[config.mk]
export PLATFORM = sky130hd
export DESIGN_NAME = dual_hilo_pwm
export DESIGN_NICKNAME = d
export VERILOG_FILES = /design/src/rtl/hilo_pwm_pkg.sv /design/src/rtl/hilo_pwm_regs.sv /design/src/rtl/hilo_pwm_prescaler.sv /design/src/rtl/hilo_pwm_phase_fsm.sv /design/src/rtl/dual_hilo_pwm.sv
export SDC_FILE = /design/constraint.sdc
export NUM_CORES = 1
export LEC_CHECK = 0
export CAP_MARGIN = 25
export CORE_MARGIN = 2
export CORE_UTILIZATION = 46
export CTS_CLUSTER_DIAMETER = 100
export DETAILED_ROUTE_END_ITERATION = 10
export PLACE_DENSITY = 0.73
export SLEW_MARGIN = 20
export SYNTH_ARGS = -nofsm -noshare
export SYNTH_HDL_FRONTEND = slang
export SYNTH_SLANG_ARGS = --single-unit
[constraint.sdc]
create_clock -name clk -period 4.4 [get_ports clk]
set_clock_uncertainty 0.05 [all_clocks]
set_input_delay 0.88 -clock clk [delete_from_list [all_inputs] [get_ports clk]]
set_output_delay 0.88 -clock clk [all_outputs]
set_load 0.02 [all_outputs]
[src/rtl/hilo_pwm_pkg.sv]
package hilo_pwm_pkg;

    localparam int REG_W   = 32;
    localparam int ADDR_W  = 4;
    localparam int CNT_W   = 16;
    localparam int DIV_W   = 7;
    localparam int NUM_SRC = 4;
    localparam int SEL_W   = $clog2(NUM_SRC);
    localparam int NUM_CH  = 2;

    localparam logic [ADDR_W-1:0] OFS_CNT_A = 4'h0;
    localparam logic [ADDR_W-1:0] OFS_CNT_B = 4'h4;
    localparam logic [ADDR_W-1:0] OFS_CTRL  = 4'h8;

    typedef enum logic [1:0] {
        PH_OFF  = 2'd0,
        PH_HIGH = 2'd1,
        PH_LOW  = 2'd2
    } phase_e;

    // Control word field positions for a given channel.
    function automatic int en_bit(input int ch);
        return ch;
    endfunction

    function automatic int sel_lsb(input int ch);
        return 4 + SEL_W * ch;
    endfunction

    function automatic int div_lsb(input int ch);
        return 8 + 8 * ch;
    endfunction

    function automatic int gate_bit(input int ch);
        return 15 + 8 * ch;
    endfunction

endpackage

[src/rtl/hilo_pwm_regs.sv]
module hilo_pwm_regs
    import hilo_pwm_pkg::*;
(
    input  logic                          clk,
    input  logic                          rst_n,
    input  logic                          we,
    input  logic [ADDR_W-1:0]             addr,
    input  logic [REG_W-1:0]              wdata,
    output logic [REG_W-1:0]              rdata,
    output logic [NUM_CH-1:0][REG_W-1:0]  cnt_words,
    output logic [REG_W-1:0]              ctrl_word
);

    always_ff @(posedge clk or negedge rst_n) begin
        if (!rst_n) begin
            cnt_words <= '0;
            ctrl_word <= '0;
        end else if (we) begin
            case (addr)
                OFS_CNT_A: cnt_words[0] <= wdata;
                OFS_CNT_B: cnt_words[1] <= wdata;
                OFS_CTRL:  ctrl_word    <= wdata;
                default:   ;
            endcase
        end
    end

    always_comb begin
        case (addr)
            OFS_CNT_A: rdata = cnt_words[0];
            OFS_CNT_B: rdata = cnt_words[1];
            OFS_CTRL:  rdata = ctrl_word;
            default:   rdata = '0;
        endcase
    end

endmodule

[src/rtl/hilo_pwm_prescaler.sv]
module hilo_pwm_prescaler #(
    parameter int NSRC   = 4,
    parameter int DIVW   = 7,
    localparam int SELW  = $clog2(NSRC)
) (
    input  logic            clk,
    input  logic            rst_n,
    input  logic [NSRC-1:0] src_tick,
    input  logic [SELW-1:0] sel,
    input  logic [DIVW-1:0] div,
    input  logic            gate,
    output logic            tick
);

    logic [DIVW-1:0] div_cnt;
    logic            src_hit;
    logic            wrap;

    assign src_hit = src_tick[sel];
    assign wrap    = (div_cnt >= div);
    assign tick    = gate & src_hit & wrap;

    always_ff @(posedge clk or negedge rst_n) begin
        if (!rst_n) begin
            div_cnt <= '0;
        end else if (gate && src_hit) begin
            div_cnt <= wrap ? '0 : div_cnt + 1'b1;
        end
    end

endmodule

[src/rtl/hilo_pwm_phase_fsm.sv]
module hilo_pwm_phase_fsm
    import hilo_pwm_pkg::*;
#(
    parameter int CW = 16
) (
    input  logic          clk,
    input  logic          rst_n,
    input  logic          en,
    input  logic          tick,
    input  logic [CW-1:0] hi_cnt,
    input  logic [CW-1:0] lo_cnt,
    output logic          pwm,
    output logic          running
);

    phase_e        state_q, state_d;
    logic [CW-1:0] cnt_q, cnt_d;
    logic [CW-1:0] hi_sh_q, hi_sh_d;
    logic [CW-1:0] lo_sh_q, lo_sh_d;
    logic [CW-1:0] lo_last;
    logic          load;

    // A zero low count still spends one tick low.
    assign lo_last = (lo_sh_q == '0) ? '0 : lo_sh_q - 1'b1;

    always_comb begin
        state_d = state_q;
        cnt_d   = cnt_q;
        hi_sh_d = hi_sh_q;
        lo_sh_d = lo_sh_q;
        load    = 1'b0;
        unique case (state_q)
            PH_OFF: begin
                if (en) load = 1'b1;                      // start
            end
            PH_HIGH: begin
                if (tick) begin
                    if (cnt_q == hi_sh_q - 1'b1) begin    // high_done
                        state_d = PH_LOW;
                        cnt_d   = '0;
                    end else begin
                        cnt_d = cnt_q + 1'b1;
                    end
                end
            end
            PH_LOW: begin
                if (tick) begin
                    if (cnt_q >= lo_last) load = 1'b1;    // period_end
                    else                  cnt_d = cnt_q + 1'b1;
                end
            end
            default: state_d = PH_OFF;
        endcase
        if (load) begin
            hi_sh_d = hi_cnt;
            lo_sh_d = lo_cnt;
            cnt_d   = '0;
            state_d = (hi_cnt != '0) ? PH_HIGH : PH_LOW;
        end
        if (!en) begin                                    // halt
            state_d = PH_OFF;
            cnt_d   = '0;
        end
    end

    always_ff @(posedge clk or negedge rst_n) begin
        if (!rst_n) begin
            state_q <= PH_OFF;
            cnt_q   <= '0;
            hi_sh_q <= '0;
            lo_sh_q <= '0;
        end else begin
            state_q <= state_d;
            cnt_q   <= cnt_d;
            hi_sh_q <= hi_sh_d;
            lo_sh_q <= lo_sh_d;
        end
    end

    always_comb begin
        pwm     = en && (state_q == PH_HIGH);
        running = (state_q != PH_OFF);
    end

endmodule

[src/rtl/dual_hilo_pwm.sv]
module dual_hilo_pwm
    import hilo_pwm_pkg::*;
(
    input  logic               clk,
    input  logic               rst_n,
    input  logic               reg_we,
    input  logic [ADDR_W-1:0]  reg_addr,
    input  logic [REG_W-1:0]   reg_wdata,
    output logic [REG_W-1:0]   reg_rdata,
    input  logic [NUM_SRC-1:0] src_tick,
    output logic [NUM_CH-1:0]  pwm_out
);

    logic [NUM_CH-1:0][REG_W-1:0] cnt_words;
    logic [REG_W-1:0]             ctrl_q;
    logic [NUM_CH-1:0]            cnt_tick;
    logic [NUM_CH-1:0]            ch_run;
    logic                         unused_ctrl_bits;

    assign unused_ctrl_bits = ^{ctrl_q[3:2], ctrl_q[31:24]};

    hilo_pwm_regs i_regs (
        .clk       (clk),
        .rst_n     (rst_n),
        .we        (reg_we),
        .addr      (reg_addr),
        .wdata     (reg_wdata),
        .rdata     (reg_rdata),
        .cnt_words (cnt_words),
        .ctrl_word (ctrl_q)
    );

    for (genvar ch = 0; ch < NUM_CH; ch++) begin : g_ch
        localparam int EN_B   = en_bit(ch);
        localparam int SEL_L  = sel_lsb(ch);
        localparam int DIV_L  = div_lsb(ch);
        localparam int GATE_B = gate_bit(ch);

        hilo_pwm_prescaler #(
            .NSRC (NUM_SRC),
            .DIVW (DIV_W)
        ) i_presc (
            .clk      (clk),
            .rst_n    (rst_n),
            .src_tick (src_tick),
            .sel      (ctrl_q[SEL_L +: SEL_W]),
            .div      (ctrl_q[DIV_L +: DIV_W]),
            .gate     (ctrl_q[GATE_B]),
            .tick     (cnt_tick[ch])
        );

        hilo_pwm_phase_fsm #(
            .CW (CNT_W)
        ) i_fsm (
            .clk     (clk),
            .rst_n   (rst_n),
            .en      (ctrl_q[EN_B]),
            .tick    (cnt_tick[ch]),
            .hi_cnt  (cnt_words[ch][CNT_W +: CNT_W]),
            .lo_cnt  (cnt_words[ch][0 +: CNT_W]),
            .pwm     (pwm_out[ch]),
            .running (ch_run[ch])
        );
    end

endmodule

==> results_dict.tcl, run 1 <==
set metrics [dict create \
    totalWireLength_mm 31.0 \
    hold_class "in2async" \
    gp_congestion 0.859 \
    yosysMostFrequentCell "dfrtp_1" \
    viasPerCell 5.85 \
    crit_path_end_kind "flop" \
    internal_power_mw 5.26 \
    rows 59 \
    wl_per_cell_um 19.6 \
    hpwl_mm 21.5 \
    synth.top_cells.by_count "210 x dfrtp_1, 161 x mux2_2, 83 x nand2_1" \
    r2r-start "g_ch[1].i_fsm.lo_sh_q[9]" \
    vdd_ir_drop_max_v 0.000305 \
    syn_nets 1244 \
    synth_area_um2 12100 \
    startpoint "g_ch[1].i_fsm.lo_sh_q[9]" \
    r2r_cells 14 \
    max_freq_mhz 234 \
    switching_power_mw 2.90 \
    seq_area_frac_synth 0.433 \
    p_comb_frac 0.349 \
    die_x_um 166 \
    worst_path_max_delay_cell "or4_4" \
    dr.pass1.iters 6 \
    drive_gt1_frac 0.215 \
    r2r_end "g_ch[1].i_fsm.lo_sh_q[12]" \
    final_net_count 1334 \
    grt_pass1_vias 9242 \
    grt_max_degree 123 \
    cts_tree "built" \
    cts_made_buffers 24 \
    pwr-share-clk 0.262 \
    synth_edf_count 0 \
    hold_viol 0 \
    clkTransAtPathRegs_ns 0.06 \
    vias 9276 \
    whs_ns 0.209 \
    worstSetupPathType "reg2reg" \
    cts_sinks 210 \
    areaGrowthSynthToFinish_pct 18.8 \
    yosys_most_used_dff "dfrtp_1" \
    clk_latency_ns 0.53 \
    pwr-share-seq 0.390 \
    initial_core_util 0.467 \
    synth_top_area_frac 0.433 \
    maxCapViolations 0 \
    worstPathRequired_ns 4.75 \
    avgSynthCellArea_um2 10.6 \
    die_y_um 166 \
    ys_async_sr_fraction 1.00 \
    power_density_nw_per_um2 566 \
    r2r_slack_ns 0.13 \
    postSynthCellCount 1141 \
    power_mw 8.16 \
    fillers 2219 \
    worstPathMaxFanout 8 \
    grt_use_total 0.220 \
    synthTopCellsByArea "dfrtp_1 43%, mux2_2 15%, ha_1 6.2%" \
    cts_root_buffer "clkbuf_16" \
    cp_data_arrival_time_ns 4.63 \
    cp-start-kind "flop" \
    relSlewSlack 0.473 \
    maxSlewViolCount 0 \
    post-route-drc-count 0 \
    ys_types 70 \
    yosys_warnings 0 \
    leakage_nw 6.54 \
    drtIter0Drc 681 \
    grt_pass1_wl_mm 49.6 \
    min_period_ns 4.27 \
    dieArea_um2 27700 \
    period_share 0.971 \
    synth_seq_cells 210 \
    tightest_slew_ns 0.783 \
    crit_path_max_incr_delay_ns 0.54 \
    p_sw_frac 0.355 \
    outcome "complete, no violations" \
    overflow 0 \
    design.core.area_um2 26000 \
    report.final.setup_viol 0 \
    port_buffers 76 \
    cp_common_cell "or4_4" \
    htree_levels 1 \
    cp_cell_sequence "or4_4 -> or3_4 -> or4_4 -> nand4bb_4 -> nand2_1 -> ha_1 -> a211oi_1 -> o21ai_0 -> a211oi_2 -> o21ai_2 -> and2_4 -> a21oi_4 -> clkbuf_16 -> mux2_2" \
    io_pins 77 \
    antenna_left 0 \
    antenna_found_initial 1 \
    yosys.area.top_type "dfrtp_1" \
    clockBufferDepth 3 \
]
per-stage QoR:
step                      TNS, ns  std cells  utilization  setup slack, ns  instance area [µm²]
after CTS                       0       1580        0.550           0.0286                14300
final                           0       1585        0.555            0.128                14400
after global placement          0       1536        0.517           0.0231                13400
after floorplan             -2.82       1141            -          -0.0765                12100
after global routing        -1.20       1584        0.555          -0.0477                14400
after detailed placement    -2.11       1536        0.517           -0.106                13400
layer usage:
layer  vias to the layer above  share of wire  GRT usage
met5                         -              0          0
met4                         0          0.035     0.0780
met3                        65          0.059     0.0405
met2                       276           0.47      0.359
met1                      4602           0.44      0.297
li1                       4333              -          -
state kept, by name, summed over array words and instances (netlist names):
register	count
g_ch.i_fsm.lo_sh_q	32
g_ch.i_fsm.hi_sh_q	32
g_ch.i_fsm.cnt_q	32
i_regs.cnt_words	64
i_regs.ctrl_word	32
g_ch.i_presc.div_cnt	14
g_ch.i_fsm.state_q	4
cells by family after synthesis:
logic type | Yosys count | share of synthesized area
adder cells (fa/ha/maj) | 60 | 0.0619
AO/OA/AOI/OAI | 171 | 0.103
XOR/XNOR | 91 | 0.0668
flip-flops | 210 | 0.433
multiplexers | 166 | 0.156
AND/OR/NAND/NOR | 329 | 0.141
buffers and inverters | 114 | 0.0383
worst max-delay path: cells and delay by family, from the launching register on:
family	cells	cell delay, ns
and+or+nand+nor	6	1.87
AOI/OAI and AO/OA	5	1.04
DFF	1	0.40
muxes	1	0.34
adders and majority gates	1	0.24
buffers and inverters	1	0.23
what timing repair did:
| item | in CTS | in global routing |
|---|---|---|
| pin swaps | 0 | 3 |
| resized for setup | 3 | 15 |
| endpoints found under the setup margin | 47 | 95 |
| hold buffers | 0 | 0 |
| setup buffers | 0 | 1 |
| cloned | 0 | 2 |
how the worst max path moves through the flow:
stage                           endpoint  slack, ns  cells after the start
5_1_grt        g_ch[0].i_fsm.hi_sh_q[11]      -0.05                     17
4_1_cts         g_ch[1].i_fsm.lo_sh_q[4]       0.03                     15
3_3_place_gp     g_ch[1].i_fsm.cnt_q[15]       0.02                     15
6_report       g_ch[1].i_fsm.lo_sh_q[12]       0.13                     14
3_5_place_dp      g_ch[1].i_fsm.cnt_q[0]      -0.11                     16
2_1_floorplan     g_ch[1].i_fsm.cnt_q[6]      -0.08                     16
power by group through the flow:
| stage | Clock, mW | Combinational [mW] | Sequential, mW |
|---|---|---|---|
| 3_3_place_gp | 0 | 2.65 | 3.14 |
| 4_1_cts | 2.17 | 2.79 | 3.15 |
| 2_1_floorplan | 0 | 2.15 | 2.91 |
| 3_5_place_dp | 0 | 2.76 | 3.17 |
| 5_1_grt | 2.24 | 3.17 | 3.26 |
| 6_report | 2.13 | 2.84 | 3.18 |
cells in the final DEF, fill, tap and decap left out, drive strengths merged, types with 14 or more instances in the layout:
master         Yosys  final
dfrtp            210    210
mux2             161    161
nand2             83     83
clkdlybuf4s50      0     75
inv               73     73
nor2              72     72
ha                60     60
xnor2             52     52
o21ai             47     47
xor2              38     38
clkbuf            22     34
a222oi            32     32
nor4              28     28
buf               19     28
nor3              25     25
a21oi             23     23
nand3             19     19
and3              16     16
nand2b            15     15
nor2b             14     14
area by class of cell:
type	count	area, µm²	area share
diodes	1	2.50	0.000174
clock buffers	32	682	0.0473
inverters	73	274	0.0190
flip-flops and latches	210	5260	0.364
repair buffers	105	1110	0.0769
multi-input cells	817	6510	0.452
clock inverters	12	164	0.0114
well taps	335	419	0.0291
Power figures use the tool's default switching activity.
==> run 2: changes to the inputs <==
--- a/config.mk
+++ b/config.mk
@@ -7,10 +7,10 @@
 export LEC_CHECK = 0
 export CAP_MARGIN = 25
 export CORE_MARGIN = 2
-export CORE_UTILIZATION = 46
+export CORE_UTILIZATION = 45
 export CTS_CLUSTER_DIAMETER = 100
 export DETAILED_ROUTE_END_ITERATION = 10
-export PLACE_DENSITY = 0.73
+export PLACE_DENSITY = 0.72
 export SLEW_MARGIN = 20
 export SYNTH_ARGS = -nofsm -noshare
 export SYNTH_HDL_FRONTEND = slang
==> results_dict.tcl, run 2 (same netlist as run 1, synthesis figures left out) <==
set metrics [dict create \
    largest-register "i_regs.cnt_words" \
    antenna_left 0 \
    antenna_cells 0 \
    grt_max_degree 97 \
    design.core.area_um2 26700 \
    maxCapViolations 0 \
    most-common-layout-cells "210 x dfrtp_1, 161 x mux2_2, 81 x nand2_1, 75 x clkdlybuf4s50_1, 73 x inv_1" \
    vdd_ir_drop_max_v 0.000459 \
    use_met1 0.302 \
    die_x_um 168 \
    power_density_nw_per_um2 574 \
    rows 60 \
    gp_congestion 0.878 \
    dr.pass1.iters 6 \
    overflow 0 \
    grt_use_total 0.222 \
    switching_power_mw 2.95 \
    largest_reg_flops 64 \
    final_net_count 1341 \
    die_y_um 168 \
    wl_per_cell_um 19.6 \
    worstPathMaxFanout 8 \
    crit_path_max_incr_delay_ns 0.53 \
    cts_tree "built" \
    ctsHoldBuffers 0 \
    tightest_slew_ns 0.792 \
    grt_pass1_vias 9411 \
    clockBufferDepth 3 \
    hpwl_mm 21.9 \
    relSlewSlack 0.472 \
    viasPerCell 5.88 \
    clkTransAtPathRegs_ns 0.06 \
    report.final.setup_viol 0 \
    areaGrowthSynthToFinish_pct 20.2 \
    leakage_nw 6.61 \
    grt_use_met2 0.352 \
    utilization 0.546 \
    htree_levels 1 \
    cts_sinks 210 \
    crit_path_end_kind "flop" \
    pwr-share-clk 0.271 \
    cp_data_arrival_time_ns 4.58 \
    pwr-share-seq 0.379 \
    hold_viol 0 \
    cts_made_buffers 24 \
    worstSetupPathType "reg2reg" \
    met3_usage 0.0348 \
    p_sw_frac 0.352 \
    initial_core_util 0.454 \
    max_freq_mhz 236 \
    dieArea_um2 28300 \
    clk_latency_ns 0.52 \
    post-route-drc-count 0 \
    final_common_cell "dfrtp_1" \
    worstPathRequired_ns 4.75 \
    totalWireLength_mm 31.3 \
    internal_power_mw 5.42 \
    port_buffers 76 \
    p_comb_frac 0.351 \
    period_share 0.962 \
    grt_pass1_wl_mm 50.4 \
    outcome "complete, no violations" \
    final-instance-count-excl-fill 1597 \
    cts_root_buffer "clkbuf_16" \
    drtIter0Drc 585 \
    maxSlewViolCount 0 \
    worst_path_max_delay_cell "or4_1" \
    hold_class "in2async" \
    min_period_ns 4.23 \
    top_usage_layer "met2" \
    io_pins 77 \
    dp.cells 1546 \
    antenna_found_initial 1 \
    drive_gt1_frac 0.223 \
    cp-start-kind "flop" \
    cp_cell_sequence "or4_1 -> or3_4 -> or4_4 -> nand4bb_4 -> buf_6 -> nand2_1 -> ha_1 -> a21oi_2 -> o21ai_0 -> a22oi_1 -> o21ai_2 -> and2_4 -> a21oi_4 -> buf_12 -> clkbuf_16 -> mux2_2" \
    vias 9393 \
]
## run 2: power groups by stage
stage	Combinational [mW]	Sequential, mW	Clock, mW
finish	2.94	3.17	2.26
global route	3.26	3.26	2.39
CTS	2.80	3.15	2.31
detailed placement	2.77	3.18	0
global placement	2.67	3.15	0
floorplan	2.15	2.91	0
## run 2: stage by stage
step	setup TNS, ns	worst slack (ns)	hold WS, ns	cell area [µm²]	power [mW]
floorplan	-2.82	-0.0765	0.430	12100	5.07
global placement	0	0.0904	0.439	13500	5.81
detailed placement	-0.0895	-0.0328	0.445	13500	5.95
CTS	0	0.00968	0.421	14400	8.26
global route	-0.229	-0.0232	0.436	14600	8.91
finish	0	0.166	0.359	14600	8.37
## run 2: worst paths after layout
check / startpoint / endpoint / slack, ns / cells past startpoint
worst max-delay path: g_ch[1].i_fsm.lo_sh_q[7] / g_ch[1].i_fsm.lo_sh_q[11] / 0.17 / 16
worst min-delay path: rst_n / i_regs.ctrl_word[3] / 0.36 / 1
worst max register to register: g_ch[1].i_fsm.lo_sh_q[7] / g_ch[1].i_fsm.lo_sh_q[11] / 0.17 / 16
worst min register to register: i_regs.ctrl_word[24] / i_regs.ctrl_word[24] / 0.46 / 1
max in group asynchronous: rst_n / g_ch[0].i_fsm.cnt_q[14] / 2.86 / 2
min in group clk: i_regs.ctrl_word[24] / i_regs.ctrl_word[24] / 0.46 / 1
## run 2: what timing repair did
item                                   CTS  global route
setup buffers                            0             2
setup endpoints to repair               21            91
endpoints found under the hold margin    0             0
pin swaps                                0             5
resized for setup                        2            20
cloned                                   0             5
## run 2: cell type report
type / instances / area, µm²
well taps: 341 / 427
flip-flops and latches: 210 / 5260
fillers: 2264 / 12100
repair buffers: 111 / 1170
multi-input cells: 818 / 6550
clock inverters: 16 / 259
inverters: 73 / 274
clock buffers: 28 / 657
## run 2: metal layers
layer	up-vias	share of wire
li1	4348	-
met1	4659	0.44
met2	303	0.46
met3	81	0.054
met4	2	0.040
met5	-	0.00038
## run 2: critical path: cells and delay by family, from the launching register on
kind	cells	cell delay, ns
compound gates	5	0.76
fa+ha+maj	1	0.25
buf+inv	3	0.52
flops	1	0.38
mux	1	0.33
simple gates	6	1.83
